--- src/rtl/walk_pkg.sv ---
package walk_pkg;

  typedef enum logic [1:0] {S_IDLE, S_ISSUE, S_WAIT, S_DONE} ctrlState_e;
  typedef enum logic [1:0] {P_ROOT, P_CTX, P_PTE} walkPhase_e;

  // Strobes from control to datapath, one set per cycle.
  typedef struct packed {
    logic       capture;
    logic       takeRoot;
    logic       takeCtx;
    logic       takePte;
    logic       endIdentity;
    logic       endPassThru;
    logic       endLeaf;
    logic       endFault;
    logic [7:0] faultCode;
  } walkStrobe_t;

  localparam logic [7:0] FR_ROOT  = 8'h01;
  localparam logic [7:0] FR_CTX   = 8'h02;
  localparam logic [7:0] FR_WRITE = 8'h05;
  localparam logic [7:0] FR_READ  = 8'h06;

  localparam int ENT_PRESENT = 0;
  localparam int CTX_FPD     = 1;
  localparam int PTE_RD      = 0;
  localparam int PTE_WR      = 1;
  localparam int PTE_LARGE   = 7;
  localparam logic [1:0] CTX_PASS = 2'b10;

endpackage

--- src/rtl/walk_datapath.sv ---
module walk_datapath
  import walk_pkg::*;
#(
  parameter int ADDR_W     = 48,
  parameter int LEVELS     = 4,
  parameter int LEVEL_BITS = 9,
  parameter int PAGE_SHIFT = 12,
  parameter int LARGE_TOP  = 3
) (
  input  logic              clk,
  input  logic              rstN,
  input  walkStrobe_t       strobe,
  input  walkPhase_e        phase,
  input  logic [15:0]       reqSrcId,
  input  logic [ADDR_W-1:0] reqIova,
  input  logic              reqWrite,
  input  logic [ADDR_W-1:0] rootPtr,
  input  logic [127:0]      memRspData,
  output logic [ADDR_W-1:0] memAddr,
  output logic              rootPresent,
  output logic              ctxPresent,
  output logic              ctxPassThru,
  output logic              pteDenied,
  output logic              pteLeaf,
  output logic [7:0]        deniedCode,
  output logic [ADDR_W-1:0] rspAddr,
  output logic [1:0]        rspPerm,
  output logic              rspFault,
  output logic [7:0]        rspReason,
  output logic              rspFpd
);

  localparam int LVL_W = $clog2(LEVELS + 1);

  logic [ADDR_W-1:0]     iovaQ, rootQ, ctxPtrQ, tablePtrQ;
  logic [15:0]           srcQ;
  logic                  writeQ, accR, accW, fpdQ;
  logic [LVL_W-1:0]      levelQ;

  int                    shiftV;
  logic [LEVEL_BITS-1:0] idx;
  logic [ADDR_W-1:0]     offMask, entryFrame, rootBase;

  always_comb begin
    shiftV     = PAGE_SHIFT + LEVEL_BITS * (int'(levelQ) - 1);
    idx        = LEVEL_BITS'(iovaQ >> shiftV);
    offMask    = (ADDR_W'(1) << shiftV) - ADDR_W'(1);
    entryFrame = {memRspData[ADDR_W-1:PAGE_SHIFT], {PAGE_SHIFT{1'b0}}};
    rootBase   = {rootQ[ADDR_W-1:PAGE_SHIFT], {PAGE_SHIFT{1'b0}}};
    case (phase)
      P_ROOT:  memAddr = rootBase + ADDR_W'({srcQ[15:8], 4'b0000});
      P_CTX:   memAddr = ctxPtrQ + ADDR_W'({srcQ[7:0], 4'b0000});
      default: memAddr = tablePtrQ + (ADDR_W'(idx) << 3);
    endcase
  end

  // Entry decode for the control
  assign rootPresent = memRspData[ENT_PRESENT];
  assign ctxPresent  = memRspData[ENT_PRESENT];
  assign ctxPassThru = (memRspData[3:2] == CTX_PASS);
  assign pteDenied   = writeQ ? !(accW & memRspData[PTE_WR]) : !(accR & memRspData[PTE_RD]);
  assign pteLeaf     = (levelQ == LVL_W'(1)) ||
                       (memRspData[PTE_LARGE] && levelQ > LVL_W'(1) && levelQ <= LVL_W'(LARGE_TOP));
  assign deniedCode  = writeQ ? FR_WRITE : FR_READ;

  logic unusedBits;
  assign unusedBits = &{1'b0, memRspData[127:ADDR_W], memRspData[PAGE_SHIFT-1:8],
                        memRspData[6:4], rootQ[PAGE_SHIFT-1:0]};

  always_ff @(posedge clk or negedge rstN) begin
    if (!rstN) begin
      iovaQ <= '0; rootQ <= '0; ctxPtrQ <= '0; tablePtrQ <= '0;
      srcQ <= '0; writeQ <= 1'b0; accR <= 1'b0; accW <= 1'b0; fpdQ <= 1'b0;
      levelQ <= '0;
      rspAddr <= '0; rspPerm <= '0; rspFault <= 1'b0; rspReason <= '0; rspFpd <= 1'b0;
    end else begin
      if (strobe.capture) begin
        iovaQ <= reqIova; srcQ <= reqSrcId; writeQ <= reqWrite; rootQ <= rootPtr;
        accR <= 1'b1; accW <= 1'b1; fpdQ <= 1'b0;
        rspFault <= 1'b0; rspReason <= '0; rspFpd <= 1'b0;
      end
      if (strobe.takeRoot) ctxPtrQ <= entryFrame;
      if (strobe.takeCtx) begin
        tablePtrQ <= entryFrame;
        levelQ    <= LVL_W'(LEVELS);
        fpdQ      <= memRspData[CTX_FPD];
      end
      if (strobe.takePte) begin
        accR      <= accR & memRspData[PTE_RD];
        accW      <= accW & memRspData[PTE_WR];
        tablePtrQ <= entryFrame;
        levelQ    <= levelQ - LVL_W'(1);
      end
      if (strobe.endIdentity) begin
        rspAddr <= reqIova; rspPerm <= 2'b11;
      end
      if (strobe.endPassThru) begin
        rspAddr <= iovaQ; rspPerm <= 2'b11;
      end
      if (strobe.endLeaf) begin
        rspAddr  <= (entryFrame & ~offMask) | (iovaQ & offMask);
        rspPerm  <= {accW & memRspData[PTE_WR], accR & memRspData[PTE_RD]};
        rspFault <= 1'b0; rspFpd <= 1'b0;
      end
      if (strobe.endFault) begin
        rspAddr <= '0; rspPerm <= 2'b00;
        rspFault <= 1'b1; rspReason <= strobe.faultCode; rspFpd <= fpdQ;
      end
    end
  end

  // a granted leaf always carries the permission the access asked for
  assert_perm_grant_R6: assert property (@(posedge clk) disable iff (!rstN)
    strobe.endLeaf |=> (!rspFault && (writeQ ? rspPerm[1] : rspPerm[0])));

  // R7 (with R2, R3): only the defined reason codes leave a faulted walk
  assert_fault_code_R7: assert property (@(posedge clk) disable iff (!rstN)
    strobe.endFault |=> (rspFault && (rspReason == FR_ROOT || rspReason == FR_CTX ||
                                      rspReason == FR_WRITE || rspReason == FR_READ)));

endmodule

--- src/rtl/walk_ctrl.sv ---
module walk_ctrl
  import walk_pkg::*;
(
  input  logic        clk,
  input  logic        rstN,
  input  logic        reqValid,
  input  logic        xlateEn,
  input  logic        memRspValid,
  input  logic        rootPresent,
  input  logic        ctxPresent,
  input  logic        ctxPassThru,
  input  logic        pteDenied,
  input  logic        pteLeaf,
  input  logic [7:0]  deniedCode,
  output walkStrobe_t strobe,
  output walkPhase_e  phase,
  output logic        reqReady,
  output logic        memReqValid,
  output logic        memWide,
  output logic        rspValid
);

  ctrlState_e state, nextState;
  walkPhase_e nextPhase;

  always_comb begin
    strobe      = '0;
    nextState   = state;
    nextPhase   = phase;
    reqReady    = (state == S_IDLE);
    memReqValid = (state == S_ISSUE);
    memWide     = (phase != P_PTE);
    rspValid    = (state == S_DONE);
    case (state)
      S_IDLE: if (reqValid) begin
        strobe.capture = 1'b1;
        if (!xlateEn) begin
          strobe.endIdentity = 1'b1;
          nextState = S_DONE;
        end else begin
          nextPhase = P_ROOT;
          nextState = S_ISSUE;
        end
      end
      S_ISSUE: nextState = S_WAIT;
      S_WAIT: if (memRspValid) begin
        case (phase)
          P_ROOT: if (!rootPresent) begin
            strobe.endFault = 1'b1; strobe.faultCode = FR_ROOT; nextState = S_DONE;
          end else begin
            strobe.takeRoot = 1'b1; nextPhase = P_CTX; nextState = S_ISSUE;
          end
          P_CTX: if (!ctxPresent) begin
            strobe.endFault = 1'b1; strobe.faultCode = FR_CTX; nextState = S_DONE;
          end else begin
            strobe.takeCtx = 1'b1;
            if (ctxPassThru) begin
              strobe.endPassThru = 1'b1; nextState = S_DONE;
            end else begin
              nextPhase = P_PTE; nextState = S_ISSUE;
            end
          end
          default: if (pteDenied) begin
            strobe.endFault = 1'b1; strobe.faultCode = deniedCode; nextState = S_DONE;
          end else if (pteLeaf) begin
            strobe.endLeaf = 1'b1; nextState = S_DONE;
          end else begin
            strobe.takePte = 1'b1; nextState = S_ISSUE;
          end
        endcase
      end
      default: nextState = S_IDLE;
    endcase
  end

  always_ff @(posedge clk or negedge rstN) begin
    if (!rstN) begin
      state <= S_IDLE;
      phase <= P_ROOT;
    end else begin
      state <= nextState;
      phase <= nextPhase;
    end
  end

  // no table fetch while the block advertises itself idle
  assert_busy_R11: assert property (@(posedge clk) disable iff (!rstN)
    memReqValid |-> !reqReady);

  // the result is a one-cycle pulse
  assert_pulse_R11: assert property (@(posedge clk) disable iff (!rstN)
    rspValid |=> !rspValid);

endmodule

--- src/rtl/dma_xlate_walker.sv ---
module dma_xlate_walker
  import walk_pkg::*;
#(
  parameter int ADDR_W     = 48,
  parameter int LEVELS     = 4,
  parameter int LEVEL_BITS = 9,
  parameter int PAGE_SHIFT = 12,
  parameter int LARGE_TOP  = 3
) (
  input  logic              clk,
  input  logic              rstN,
  input  logic              reqValid,
  output logic              reqReady,
  input  logic [15:0]       reqSrcId,
  input  logic [ADDR_W-1:0] reqIova,
  input  logic              reqWrite,
  input  logic              xlateEn,
  input  logic [ADDR_W-1:0] rootPtr,
  output logic              memReqValid,
  output logic              memWide,
  output logic [ADDR_W-1:0] memAddr,
  input  logic              memRspValid,
  input  logic [127:0]      memRspData,
  output logic              rspValid,
  output logic [ADDR_W-1:0] rspAddr,
  output logic [1:0]        rspPerm,
  output logic              rspFault,
  output logic [7:0]        rspReason,
  output logic              rspFpd
);

  walkStrobe_t strobe;
  walkPhase_e  phase;
  logic        rootPresent, ctxPresent, ctxPassThru, pteDenied, pteLeaf;
  logic [7:0]  deniedCode;

  walk_ctrl u_ctrl (
    .clk, .rstN, .reqValid, .xlateEn, .memRspValid,
    .rootPresent, .ctxPresent, .ctxPassThru, .pteDenied, .pteLeaf, .deniedCode,
    .strobe, .phase, .reqReady, .memReqValid, .memWide, .rspValid
  );

  walk_datapath #(
    .ADDR_W(ADDR_W), .LEVELS(LEVELS), .LEVEL_BITS(LEVEL_BITS),
    .PAGE_SHIFT(PAGE_SHIFT), .LARGE_TOP(LARGE_TOP)
  ) u_dp (
    .clk, .rstN, .strobe, .phase, .reqSrcId, .reqIova, .reqWrite, .rootPtr, .memRspData,
    .memAddr, .rootPresent, .ctxPresent, .ctxPassThru, .pteDenied, .pteLeaf, .deniedCode,
    .rspAddr, .rspPerm, .rspFault, .rspReason, .rspFpd
  );

  // translation off maps one-to-one with a response on the next cycle
  assert_identity_R9: assert property (@(posedge clk) disable iff (!rstN)
    (reqValid && reqReady && !xlateEn) |=> (rspValid && !rspFault && rspAddr == $past(reqIova)));

endmodule

--- config.mk ---
export PLATFORM = sky130hd
export DESIGN_NAME = dma_xlate_walker
export DESIGN_NICKNAME = d
export VERILOG_FILES = /design/src/rtl/walk_pkg.sv /design/src/rtl/walk_datapath.sv /design/src/rtl/walk_ctrl.sv /design/src/rtl/dma_xlate_walker.sv
export SDC_FILE = /design/constraint.sdc
export NUM_CORES = 1
export LEC_CHECK = 0
export BUFFER_PORTS_ARGS = -buffer_cell sky130_fd_sc_hd__buf_2
export CAP_MARGIN = 15
export CELL_PAD_IN_SITES_DETAIL_PLACEMENT = 2
export CELL_PAD_IN_SITES_GLOBAL_PLACEMENT = 2
export CORE_UTILIZATION = 33
export DETAILED_ROUTE_END_ITERATION = 10
export PLACE_DENSITY_LB_ADDON = 0.1
export SLEW_MARGIN = 20
export SYNTH_ARGS = -nofsm -noshare
export SYNTH_HDL_FRONTEND = slang
export SYNTH_SLANG_ARGS = --single-unit
--- constraint.sdc ---
create_clock -name clk -period 8.35 [get_ports clk]
set_input_delay 0 -clock clk [delete_from_list [all_inputs] [get_ports clk]]
set_output_delay 0 -clock clk [all_outputs]
set_load 0.05 [all_outputs]
==> run metrics <==
fin crit period=a little under 6 ns; EDFF count, synth=0; cell mode on critical path=ha_1; Async S/R FF share, synth=1.00; final-report setup violation count=0; Total Wirelength=67,600 um; Syn Inst Count=approximately 1.7k; number of gates resized after CTS=0; Cell variety after synth=89; core box area=44,600 um2; commonest non-fill, non-tap cell in the layout=nand2_1; CTS Hold Bufs=144; H-tree Lvls=1; max cap viols=0; commonest cells after routing, fill and taps aside=nand2_1 (437), buf_2 (249), dfrtp_1 (235); first-pass GRT wire length=just over 100,000 um; vias=14.9k; ys flop type=dfrtp_1; I/O pin count=around 360; CP max stage delay=slightly above 0.6 ns; Die W=around 220 um; Residual DRC=0; period utilization=0.692; Reg clk slew, reported paths=0.06 ns; Area Growth Syn to Fin=27.4%; CTS tree=done; die area=roughly 46,000 um2; post-route ant nets=0; vias in the first global route=16.5k; largest net degree at the start of global routing=126; Worst Tran Pin Value=1.15 ns; CP startpoint kind=flop; max layer used=met5; warning count from the yosys run=0; Worst Setup End Kind=primary output; Num CTS Buffers=29; crit path cell chain=inv_1 -> ha_1 -> ha_2 -> inv_1 -> buf_4 -> ha_1 -> ha_1 -> ha_1 -> ha_1 -> and3_1 -> a21oi_1 -> ha_1 -> nor4b_1 -> o2111ai_1 -> nor2_1 -> a21oi_1 -> o22ai_1 -> nand4_1 -> o211ai_1 -> buf_2; gpl congestion=0.911; vias per inst=around 5.7; Max clock buf depth=3; relative slew slack=0.232; Site Rows=77; Worst path slowest cell=nor2_1; sequential-to-total area share from yosys stat=0.396; final setup TNS=0 ns; die height=between 200 and 250 um; max-slew violation count=0; Setup CP Type=reg2out; routed wl met2=around 34,000 um; gr ovfl total=0; outcome=completed; Clk Latency, worst-skew pair=about 0.56 ns; fillcell total=~5k; Total GRT Usage=0.287; initial cell density of the core=0.337; Mapped Area=approximately 15,000 um2; Starting DRT DRC Count=a little over 800; TritonRoute pass-1 iters=7; Final Skew=between 0.009 and 0.01 ns; setup bufs post-CTS=0; share of cells above drive strength 1=0.238; initial antenna violation count=6; Avg WL per Cell=between 20 and 30 um; M1 WL=29,200 um; met3 WL=3070 um; IO buf count=250; RSZ-0062 raised after global routing=false; clk root buf=clkbuf_16; Crit path arrival time=about 5.8 ns; CP Data Required Time=approximately 8.4 ns; Synth Register Bits=238; Hold Violations, Final=0; # clock sinks=between 200 and 250; Final HPWL DP=around 45,000 um; fmax=approximately 0.17 GHz; Post-Syn Area per Cell=just under 9 um2; nets=around 2.3k; worst hold path class=in2reg; Max FO, Critical Path=23
-- synth_stat cells (all sizes together), types with 9 or more instances --
library cell,count,area (um2)
a211oi,15,118
a21oi,87,447
a221oi,11,114
a222oi,12,120
a22oi,18,149
a31oi,20,125
and3,9,56.3
buf,58,319
clkbuf,84,317
dfrtp,238,5960
ha,21,263
inv,26,97.6
mux2,84,946
mux2i,93,931
mux4,32,721
nand2,440,1660
nand3,37,185
nor2,74,288
nor2b,13,81.3
nor3,21,110
o211ai,15,118
o21ai,135,676
-- state kept, by name, indices dropped and copies added (netlist names) --
name            count
u_dp.iovaQ         48
u_ctrl.state        2
u_dp.srcQ          16
u_ctrl.phase        2
u_dp.rspFault       1
u_dp.rspReason      3
u_dp.rspPerm        2
u_dp.fpdQ           1
u_dp.accW           1
u_dp.tablePtrQ     36
u_dp.rootQ         36
u_dp.levelQ         3
u_dp.ctxPtrQ       36
u_dp.accR           1
u_dp.writeQ         1
u_dp.rspAddr       48
u_dp.rspFpd         1
-- critical path: cells and delay by family, from the launching register on --
kind                       cells  cell delay, ns
DFF                            1            0.48
adders and majority gates      7            1.71
buffers and inverters          4            0.89
AOI/OAI and AO/OA              5            0.83
and+or+nand+nor                4            1.28
-- final timing paths --
path	to	cells after the start	slack [ns]	startpoint
worst min register to register	u_dp.rootQ[33]	2	0.47	u_dp.rootQ[33]
max in group asynchronous	u_dp.srcQ[2]	3	6.63	rstN
min in group asynchronous	u_dp.rspFault	2	0.17	rstN
worst max-delay path	memAddr[7]	20	2.57	u_dp.levelQ[1]
worst max register to register	u_dp.rspAddr[36]	19	2.75	u_dp.levelQ[1]
worst min-delay path	u_ctrl.phase[1]	4	0.07	memRspData[3]
-- cell families after synthesis --
logic type,synth area share
compound gates,0.167
xor+xnor,0.00757
fa+ha+maj,0.0201
buf+inv,0.0488
flops,0.396
mux,0.173
other cells,0.000249
simple gates,0.187
-- final cells by class --
cell class	count	area (um2)	area share
clock buffers	42	885	0.0462
clock inverters	12	118	0.00614
diodes	5	12.5	0.000653
well taps	592	741	0.0387
inverters	26	97.6	0.00509
repair buffers	422	2910	0.152
flip-flops and latches	238	5960	0.311
multi-input cells	1287	8430	0.440
-- metal layers --
layer  vias up  global-route usage
met5         -                   0
met4         2              0.0768
met3        96              0.0482
met2       328               0.500
met1      7831               0.367
li1       6622                   -
-- per-stage QoR --
stage / instances / setup slack [ns] / cell area, um2 / util / hold slack (ns)
after floorplan: 1693 / 2.06 / 15100 / - / -0.296
after global placement: 2421 / 2.97 / 16700 / 0.374 / 0.191
after detailed placement: 2421 / 2.81 / 16700 / 0.375 / 0.196
after CTS: 2619 / 2.49 / 19100 / 0.429 / 0.0545
after global routing: 2621 / 2.17 / 19200 / 0.429 / 0.118
final: 2624 / 2.57 / 19200 / 0.430 / 0.0688
Power is left out: the tool's default activity adds up to more than one toggle a clock period on the data nets, which glitch-free logic cannot reach.
